==> src/rtl/adc_swtrig_pkg.sv <==
package adc_swtrig_pkg;

    localparam int REG_W    = 32;
    localparam int CHAN_W   = 6;
    localparam int DIV_W    = 6;
    localparam int N_SRC    = 4;
    localparam int SRC_W    = $clog2(N_SRC);
    localparam int N_EXT_IN = 8;
    localparam int N_INT_IN = 4;
    localparam int N_VALID  = N_EXT_IN + N_INT_IN;

    // bit positions of the control word
    localparam int B_CHAN   = 0;
    localparam int B_REQ    = B_CHAN + CHAN_W;
    localparam int B_PULSE  = B_REQ + 1;
    localparam int B_LEVEL  = B_PULSE + 1;
    localparam int B_SAMP   = B_LEVEL + 1;
    localparam int B_SUSP   = B_SAMP + 1;
    localparam int B_UIEN   = B_SUSP + 1;
    localparam int B_URDY   = B_UIEN + 1;
    localparam int B_EN     = B_URDY + 1;
    localparam int B_SRC    = B_EN + 1;
    localparam int B_DIV    = B_SRC + SRC_W;
    localparam int USED_W   = B_DIV + DIV_W;

    typedef enum logic [2:0] {
        REQ_IDLE,
        REQ_ARMED,
        REQ_FIRE,
        REQ_DROP,
        REQ_HOLD
    } req_state_e;

    typedef struct packed {
        logic [DIV_W-1:0]  div;
        logic [SRC_W-1:0]  src;
        logic              en;
        logic              uien;
        logic              susp;
        logic              samp;
        logic              level;
        logic [CHAN_W-1:0] chan;
    } ctl_fields_t;

endpackage

==> src/rtl/adc_ctl_clkdiv.sv <==
module adc_ctl_clkdiv
    import adc_swtrig_pkg::*;
(
    input  logic             clk,
    input  logic             rst_n,
    input  logic [N_SRC-1:0] src_en,
    input  logic [SRC_W-1:0] src_sel,
    input  logic [DIV_W-1:0] div,
    output logic             tick
);

    logic [DIV_W-1:0] cnt;
    logic             src_hit;

    assign src_hit = src_en[src_sel];

    always_ff @(posedge clk or negedge rst_n) begin
        if (!rst_n) begin
            cnt  <= '0;
            tick <= 1'b0;
        end else begin
            tick <= 1'b0;
            if (src_hit) begin
                if (cnt >= div) begin
                    cnt  <= '0;
                    tick <= 1'b1;
                end else begin
                    cnt <= cnt + 1'b1;
                end
            end
        end
    end

endmodule

==> src/rtl/adc_swtrig_regs.sv <==
module adc_swtrig_regs
    import adc_swtrig_pkg::*;
#(
    parameter int N_TRIG = 8
) (
    input  logic              clk,
    input  logic              rst_n,
    input  logic              wr_en,
    input  logic [REG_W-1:0]  wr_data,
    input  logic              tick,
    input  logic              req_busy,
    input  logic              upd_set,
    input  logic              upd_clr,
    input  logic [N_TRIG-1:0] sel_pulse,
    output ctl_fields_t       fields,
    output logic              req_set,
    output logic              upd_rdy,
    output logic              upd_irq,
    output logic [N_TRIG-1:0] glob_pulse,
    output logic [REG_W-1:0]  rd_data
);

    logic pulse_bit;

    assign req_set = wr_en && wr_data[B_REQ];

    always_ff @(posedge clk or negedge rst_n) begin
        if (!rst_n) begin
            fields     <= '0;
            pulse_bit  <= 1'b0;
            glob_pulse <= '0;
            upd_rdy    <= 1'b0;
            upd_irq    <= 1'b0;
        end else begin
            if (wr_en) begin
                fields.chan  <= wr_data[B_CHAN +: CHAN_W];
                fields.level <= wr_data[B_LEVEL];
                fields.samp  <= wr_data[B_SAMP];
                fields.susp  <= wr_data[B_SUSP];
                fields.uien  <= wr_data[B_UIEN];
                fields.en    <= wr_data[B_EN];
                fields.src   <= wr_data[B_SRC +: SRC_W];
                fields.div   <= wr_data[B_DIV +: DIV_W];
            end
            if (wr_en && wr_data[B_PULSE]) begin
                pulse_bit <= 1'b1;
            end else if (tick) begin
                pulse_bit <= 1'b0;
            end
            glob_pulse <= (tick && pulse_bit && !fields.susp) ? sel_pulse : '0;
            if (upd_set) begin
                upd_rdy <= 1'b1;
            end else if (upd_clr) begin
                upd_rdy <= 1'b0;
            end
            upd_irq <= upd_set && !upd_rdy && fields.uien;
        end
    end

    always_comb begin
        rd_data                      = '0;
        rd_data[B_CHAN +: CHAN_W]    = fields.chan;
        rd_data[B_REQ]               = req_busy;
        rd_data[B_PULSE]             = pulse_bit;
        rd_data[B_LEVEL]             = fields.level;
        rd_data[B_SAMP]              = fields.samp;
        rd_data[B_SUSP]              = fields.susp;
        rd_data[B_UIEN]              = fields.uien;
        rd_data[B_URDY]              = upd_rdy;
        rd_data[B_EN]                = fields.en;
        rd_data[B_SRC +: SRC_W]      = fields.src;
        rd_data[B_DIV +: DIV_W]      = fields.div;
    end

endmodule

==> src/rtl/adc_conv_req_fsm.sv <==
module adc_conv_req_fsm
    import adc_swtrig_pkg::*;
(
    input  logic              clk,
    input  logic              rst_n,
    input  logic              tick,
    input  logic              req_set,
    input  logic              susp,
    input  logic [CHAN_W-1:0] chan,
    output logic              busy,
    output logic              conv_start,
    output logic [CHAN_W-1:0] conv_chan
);

    req_state_e state, state_nx;
    logic       chan_ok;

    assign chan_ok = (chan < CHAN_W'(N_VALID));

    // state register
    always_ff @(posedge clk or negedge rst_n) begin
        if (!rst_n) begin
            state     <= REQ_IDLE;
            conv_chan <= '0;
        end else begin
            state <= state_nx;
            if (state == REQ_ARMED && state_nx == REQ_FIRE) begin
                conv_chan <= chan;
            end
        end
    end

    // next state
    always_comb begin
        state_nx = state;
        unique case (state)
            REQ_IDLE:  if (req_set) state_nx = REQ_ARMED;
            REQ_ARMED: if (tick && !susp) state_nx = chan_ok ? REQ_FIRE : REQ_DROP;
            REQ_FIRE:  state_nx = REQ_HOLD;
            REQ_DROP:  state_nx = REQ_HOLD;
            REQ_HOLD:  if (tick) state_nx = REQ_IDLE;
            default:   state_nx = REQ_IDLE;
        endcase
    end

    // outputs
    always_comb begin
        busy       = (state != REQ_IDLE);
        conv_start = (state == REQ_FIRE);
    end

endmodule

==> src/rtl/adc_swtrig_ctrl.sv <==
module adc_swtrig_ctrl
    import adc_swtrig_pkg::*;
#(
    parameter int N_TRIG = 8
) (
    input  logic              clk,
    input  logic              rst_n,
    input  logic [N_SRC-1:0]  src_en,
    input  logic              wr_en,
    input  logic [REG_W-1:0]  wr_data,
    output logic [REG_W-1:0]  rd_data,
    input  logic [N_TRIG-1:0] sel_pulse,
    input  logic [N_TRIG-1:0] sel_lvl,
    input  logic [N_TRIG-1:0] hw_trig_in,
    input  logic              auto_samp,
    input  logic              upd_set,
    input  logic              upd_clr,
    output logic              ctl_tick,
    output logic              conv_start,
    output logic [CHAN_W-1:0] conv_chan,
    output logic [N_TRIG-1:0] glob_pulse,
    output logic [N_TRIG-1:0] glob_lvl,
    output logic [N_TRIG-1:0] hw_trig_out,
    output logic              samp_cmd,
    output logic              adc_en,
    output logic              upd_irq
);

    ctl_fields_t fields;
    logic        req_set;
    logic        req_busy;
    logic        upd_rdy;

    adc_ctl_clkdiv u_div (
        .clk     (clk),
        .rst_n   (rst_n),
        .src_en  (src_en),
        .src_sel (fields.src),
        .div     (fields.div),
        .tick    (ctl_tick)
    );

    adc_swtrig_regs #(.N_TRIG(N_TRIG)) u_regs (
        .clk        (clk),
        .rst_n      (rst_n),
        .wr_en      (wr_en),
        .wr_data    (wr_data),
        .tick       (ctl_tick),
        .req_busy   (req_busy),
        .upd_set    (upd_set),
        .upd_clr    (upd_clr),
        .sel_pulse  (sel_pulse),
        .fields     (fields),
        .req_set    (req_set),
        .upd_rdy    (upd_rdy),
        .upd_irq    (upd_irq),
        .glob_pulse (glob_pulse),
        .rd_data    (rd_data)
    );

    adc_conv_req_fsm u_fsm (
        .clk        (clk),
        .rst_n      (rst_n),
        .tick       (ctl_tick),
        .req_set    (req_set),
        .susp       (fields.susp),
        .chan       (fields.chan),
        .busy       (req_busy),
        .conv_start (conv_start),
        .conv_chan  (conv_chan)
    );

    assign glob_lvl    = (fields.level && !fields.susp) ? sel_lvl : '0;
    assign hw_trig_out = fields.susp ? '0 : hw_trig_in;
    assign samp_cmd    = fields.samp ? 1'b1 : auto_samp;
    assign adc_en      = fields.en;

endmodule

==> config.mk <==
export PLATFORM = sky130hd
export DESIGN_NAME = adc_swtrig_ctrl
export DESIGN_NICKNAME = d
export VERILOG_FILES = /design/src/rtl/adc_swtrig_pkg.sv /design/src/rtl/adc_ctl_clkdiv.sv /design/src/rtl/adc_swtrig_regs.sv /design/src/rtl/adc_conv_req_fsm.sv /design/src/rtl/adc_swtrig_ctrl.sv
export SDC_FILE = /design/constraint.sdc
export NUM_CORES = 1
export LEC_CHECK = 0
export ABC_AREA = 1
export BUFFER_PORTS_ARGS = -buffer_cell sky130_fd_sc_hd__buf_2
export CAP_MARGIN = 20
export CORE_ASPECT_RATIO = 1.75
export CORE_MARGIN = 2
export CORE_UTILIZATION = 35
export CTS_CLUSTER_DIAMETER = 60
export DETAILED_ROUTE_END_ITERATION = 16
export PLACE_DENSITY = 0.67
export SLEW_MARGIN = 30
export SYNTH_ARGS = -nofsm -noshare
export SYNTH_HDL_FRONTEND = slang
export SYNTH_HIERARCHICAL = 1
export SYNTH_SLANG_ARGS = --single-unit
export TNS_END_PERCENT = 50
==> constraint.sdc <==
create_clock -name clk -period 1.4 [get_ports clk]
set_clock_uncertainty 0.05 [all_clocks]
set_input_delay 0.14 -clock clk [delete_from_list [all_inputs] [get_ports clk]]
set_output_delay 0.14 -clock clk [all_outputs]
set_load 0.1 [all_outputs]
### Word-level counts from Yosys, hierarchy flattened

Index checks and enable logic that the tools add are counted.

| storage, ports and cells | value |
|---|---|
| register bits | 46 |
| word-level logic and storage cells | 59 |

| cells by class | value |
|---|---|
| reduce and logical (&&, ||, !) cells | 16 |
| muxes and demuxes | 18 |
| order comparisons | 3 |
| equal/unequal tests | 5 |
| add/sub/neg operators | 1 |

Operators with widths:

| cell | number |
|---|---|
| $mux W8 | 3 |
| $pmux W3 S4 | 1 |
| $eq A3 B2 Y1 const B | 3 |
| $logic_and A1 B1 Y1 | 9 |
| $mux W1 | 9 |
| $mux W3 | 3 |
| $add A6 B1 Y6 const B | 1 |
| $ge A6 B6 Y1 | 1 |
| $lt A6 B4 Y1 const B | 1 |
| $mux W6 | 1 |
| $reduce_bool A2 Y1 | 2 |
| $eq A3 B1 Y1 const B | 1 |
| $eq A3 B3 Y1 const B | 1 |
| $logic_not A3 Y1 | 1 |
| $lt A2 B3 Y1 const B | 1 |
| $reduce_bool A3 Y1 | 1 |
| $bmux W1 S2 | 1 |
| $logic_not A1 Y1 | 2 |
| $reduce_or A2 Y1 | 1 |

### Depth between registers and ports, before layout

| logic depth | value |
|---|---|
| word-level depth | 6 |
| depth in mapped cells | 9 |
| depth with buffers taken out | 9 |

### Modules after synthesis

The synthesis kept the hierarchy.

By module, submodules not included:

| module | area an instance (um^2) | instances | cells an instance |
|---|---|---|---|
| adc_swtrig_regs | 1356.3 | 1 | 150 |
| adc_ctl_clkdiv | 610.6 | 1 | 88 |
| adc_conv_req_fsm | 449.2 | 1 | 48 |
| adc_swtrig_ctrl | 152.6 | 1 | 36 |

### Worst setup path after synthesis

OpenSTA, ideal clock, no wires.

| timing | value |
|---|---|
| path kind | reg2out |
| from | reg u_fsm.state[2] |
| to | out conv_start |
| path slack | -1.314 ns |
| data arrival time | 2.524 ns |
| cell stages (with the launch flop) | 2 |
| required time | 1.210 ns |
| cell sequence | dfrtp_1 -> nor3_1 |

| on the way | value |
|---|---|
| cells in the longest elaborated chain, start to end | 1 |

Ends and longest elaborated chain:

| item | line | RTL |
|---|---|---|
| start, declared | adc_conv_req_fsm.sv:15 | `req_state_e state, state_nx;` |
| start signal, assigned | adc_conv_req_fsm.sv:26 | `state <= state_nx;` |
| $eq A3 B2 Y1 | adc_conv_req_fsm.sv:49 | `conv_start = (state == REQ_FIRE);` |
| end, declared | adc_swtrig_ctrl.sv:19 | `output logic conv_start,` |

Every way passes these cells.

### Worst setup path after layout

| timing | value |
|---|---|
| from | reg u_regs/fields[8] (netlist name) |
| to | out glob_lvl[6] |

| on the way | value |
|---|---|
| cells in the longest elaborated chain, start to end | 3 |

Ends and longest elaborated chain:

| item | line | RTL |
|---|---|---|
| $logic_not A1 Y1 | adc_swtrig_ctrl.sv:73 | `assign glob_lvl = (fields.level && !fields.susp) ? sel_lvl : '0;` |
| $logic_and A1 B1 Y1 | adc_swtrig_ctrl.sv:73 |  |
| $mux W8 | adc_swtrig_ctrl.sv:73 |  |
| end, declared | adc_swtrig_ctrl.sv:22 | `output logic [N_TRIG-1:0] glob_lvl,` |

Every way passes these cells.

==> results.py <==
metrics = {
    "outcome": {
        "status": "complete, but fails checks",
        "violations": "negative setup slack",
    },
    "clocking": {
        "h-tree-depth": 2,
        "clk_pin_slew_worst_paths_ns": 0.06,
        "cts_root_buf": "clkbuf_16",
        "insertion_delay_ns": 0.29,
        "numClockSinks": 46,
        "cts_tree": "built",
        "cts_buffers": 5,
        "clockBufferDepth": 2,
    },
    "logic_synthesis": {
        "postSynthAreaPerCell_um2": 7.98,
        "netlist-cell-type-count": 28,
        "synthCells": 322,
        "ys_seq_area_share_pct": 44.8,
        "yosys_warnings": 6,
        "netlist_area_um2": 2570,
        "ys_seq_elements": 46,
    },
    "detailed_routing": {
        "drt-initial-drc-count": 68,
        "num_vias": 2284,
        "wl_um": 5940,
        "vias_per_cell": 4.42,
        "wl_per_cell_um": 11.5,
        "ant_nets": 0,
        "drt-pass1-iter-count": 4,
        "drc": 0,
    },
    "cells_and_area": {
        "drive_above_1_share_pct": 43.6,
        "final_nets": 503,
        "n_antenna_cell": 0,
        "postLayoutCellArea_um2": 3800,
        "fin_util_pct": 52.9,
        "layout_commonest_cell": "buf_2",
        "fillers": 671,
        "areaGrowthSynthToFinish_pct": 47.9,
        "layout_common_cells": "buf_2 (87), nand2_1 (70), inv_1 (63)",
    },
    "worst_setup_path": {
        "r2r-start": "u_div/cnt[5]",
        "r2r_slack_ns": 0.03,
        "rr_worst_depth": 6,
        "worstReg2RegEnd": "u_div/cnt[5]",
        "critPathCaptureType": "output port",
        "crit_path_start_kind": "register",
        "worstPathArrival_ns": 1.27,
        "path_buf_inv": 2,
        "cp_cell_sequence": "inv_2, nand2_8, nor2_4, buf_12",
        "path_max_fanout": 8,
        "path_class": "register to output port",
        "crit_path_max_incr_delay_ns": 0.45,
        "path_delay_family": "flip-flops",
        "crit_required_ns": 1.21,
        "critPathSlowestCell": "dfrtp_2",
    },
    "placed_design": {
        "dp_slack_ns": -0.0518,
        "io_buffers": 111,
        "placed_cell_area_um2": 3460,
        "dp_hpwl_um": 4630,
        "place_congestion": 0.754,
    },
    "worst_hold_path": {
        "hold-path-endpoint": "u_regs/fields[18]",
        "hp-class": "primary input to register",
        "hold_path_depth": 3,
        "min-delay-start": "wr_data[21]",
    },
    "timing": {
        "finalMaxSlewViolations": 0,
        "fmax_ghz": 0.686,
        "timing.final.crit_share_pct": 104,
        "hold_violations": 0,
        "fin_setup_tns_ns": -0.631,
        "setup_viol": 16,
        "min_period_ns": 1.46,
        "rsz0062_at_grt": "yes",
        "setup_slack_ns": -0.0584,
    },
    "power": {
        "p_leak_nw": 2.12,
        "power.switching_mw": 2.66,
        "vdd_ir_drop_max_mv": 0.592,
        "p_int_mw": 2.92,
        "clockPowerShare_pct": 21.5,
        "pwr-share-seq_pct": 29.9,
        "p_per_area_nw_per_um2": 1470,
        "finalPower_mw": 5.58,
        "p_comb_share_pct": 48.7,
        "swShare_pct": 47.7,
    },
    "die": {
        "core-area_um2": 7180,
        "io_pins": 133,
        "die_h_um": 117,
        "die_area_um2": 8070,
        "initial_utilization_pct": 35.8,
        "rows": 41,
        "die_w_um": 68.8,
    },
    "global_routing": {
        "grt.overflow.total": 0,
        "grt_max_degree": 47,
        "antenna_found_initial": 0,
        "grt_util_all_layers_pct": 15.0,
        "grt_pass1_vias": 2169,
        "grt_pass1_wl_um": 9290,
    },
    "flow_run": {
        "max_cap_viol_count": 0,
    },
}
==> synthesized netlist by cell type (all sizes together) <==
cell | n | area, um2
nand2 | 77 | 302
inv | 71 | 267
dfrtp | 46 | 1150
buf | 36 | 267
nor2 | 33 | 154
o21ai | 23 | 115
nand3 | 11 | 87.6
nand4 | 10 | 77.6
ha | 7 | 87.6
a21oi | 2 | 25.0
clkbuf | 1 | 5.00
conb | 1 | 3.75
nor3 | 1 | 5.00
o21bai | 1 | 7.51
or2 | 1 | 6.26
xor2 | 1 | 8.76
==> flip-flops by register name (all words and copies together), names as in the netlist <==
register           count
u_div/tick             1
u_regs/glob_pulse      8
u_regs/upd_rdy         1
u_div/cnt              6
u_fsm/state            3
u_fsm/conv_chan        6
u_regs/upd_irq         1
u_regs/fields         19
u_regs/pulse_bit       1
==> logic make-up after synthesis <==
kind of cell               count (synthesis)  synth area share, %
DFF                                       46                 44.8
other                                      1                0.146
xor gates and xnor gates                   1                0.341
buffers and inverters                    108                 20.9
and+or+nand+nor                          133                 24.6
AOI/OAI and AO/OA                         26                 5.75
adders and majority gates                  7                 3.41
==> power groups by stage <==
stage | logic, mW | clock network (mW) | registers (mW)
final | 2.72 | 1.20 | 1.67
after global routing | 2.88 | 1.29 | 1.69
after CTS | 2.68 | 1.23 | 1.66
after detailed placement | 2.62 | 0 | 1.68
after global placement | 2.59 | 0 | 1.67
after floorplan | 1.69 | 0 | 2.04
==> metal layers <==
layer | wire length, um | GRT usage, % | part of all wire [%]
met1 | 2090 | 14.5 | 35
met2 | 3230 | 28.1 | 54
met3 | 452 | 3.16 | 7.6
met4 | 165 | 7.11 | 2.8
met5 | 0 | 0 | 0
==> worst register-to-register path, cell delays in order, from the launching register on <==
cell     delay (ns)
dfrtp_1        0.41
ha_4           0.29
nand2_2        0.05
nor2_1         0.12
nand2_2        0.11
a21oi_2        0.19
nor2_2         0.05
==> through the flow <==
stage / hold WS, ns / cells
6_report: 0.00822 / 517
5_1_grt: 0.00907 / 517
4_1_cts: 0.00455 / 516
3_5_place_dp: 0.0917 / 504
3_3_place_gp: 0.0852 / 504
2_1_floorplan: -0.206 / 331
==> cell type report <==
class	instances	area, um2	share of cell area (%)
timing repair buffer	129	1020	26.9
clock buffer	6	139	3.65
multi-input combinational	177	1100	28.9
clock inverter	2	12.5	0.329
tap	86	108	2.83
sequential	46	1150	30.4
inverter	71	267	7.01
==> worst max-delay path by stage <==
stage                      startpoint           end  slack (ns)  cells after the start
finish               u_regs/fields[8]   glob_lvl[6]       -0.06                      4
global placement    u_regs/fields[18]  u_div/cnt[0]      -0.005                      7
CTS                  u_regs/fields[8]   glob_lvl[0]       -0.07                      4
detailed placement  u_regs/fields[18]  u_div/cnt[0]       -0.05                      7
global route         u_regs/fields[8]   glob_lvl[6]       -0.11                      4
floorplan            u_regs/fields[8]   glob_lvl[0]       -0.31                      4
==> repair_timing <==
action                                  in CTS  in global routing
hold endpoints to repair                    47                  0
resized for setup                           14                 22
gates cloned                                 0                  0
hold buffers                                 2                  0
endpoints found under the setup margin      23                 28
pin swaps                                    2                  9
setup buffers                                2                  1
Note: power is estimated with default switching activity, not from simulation.
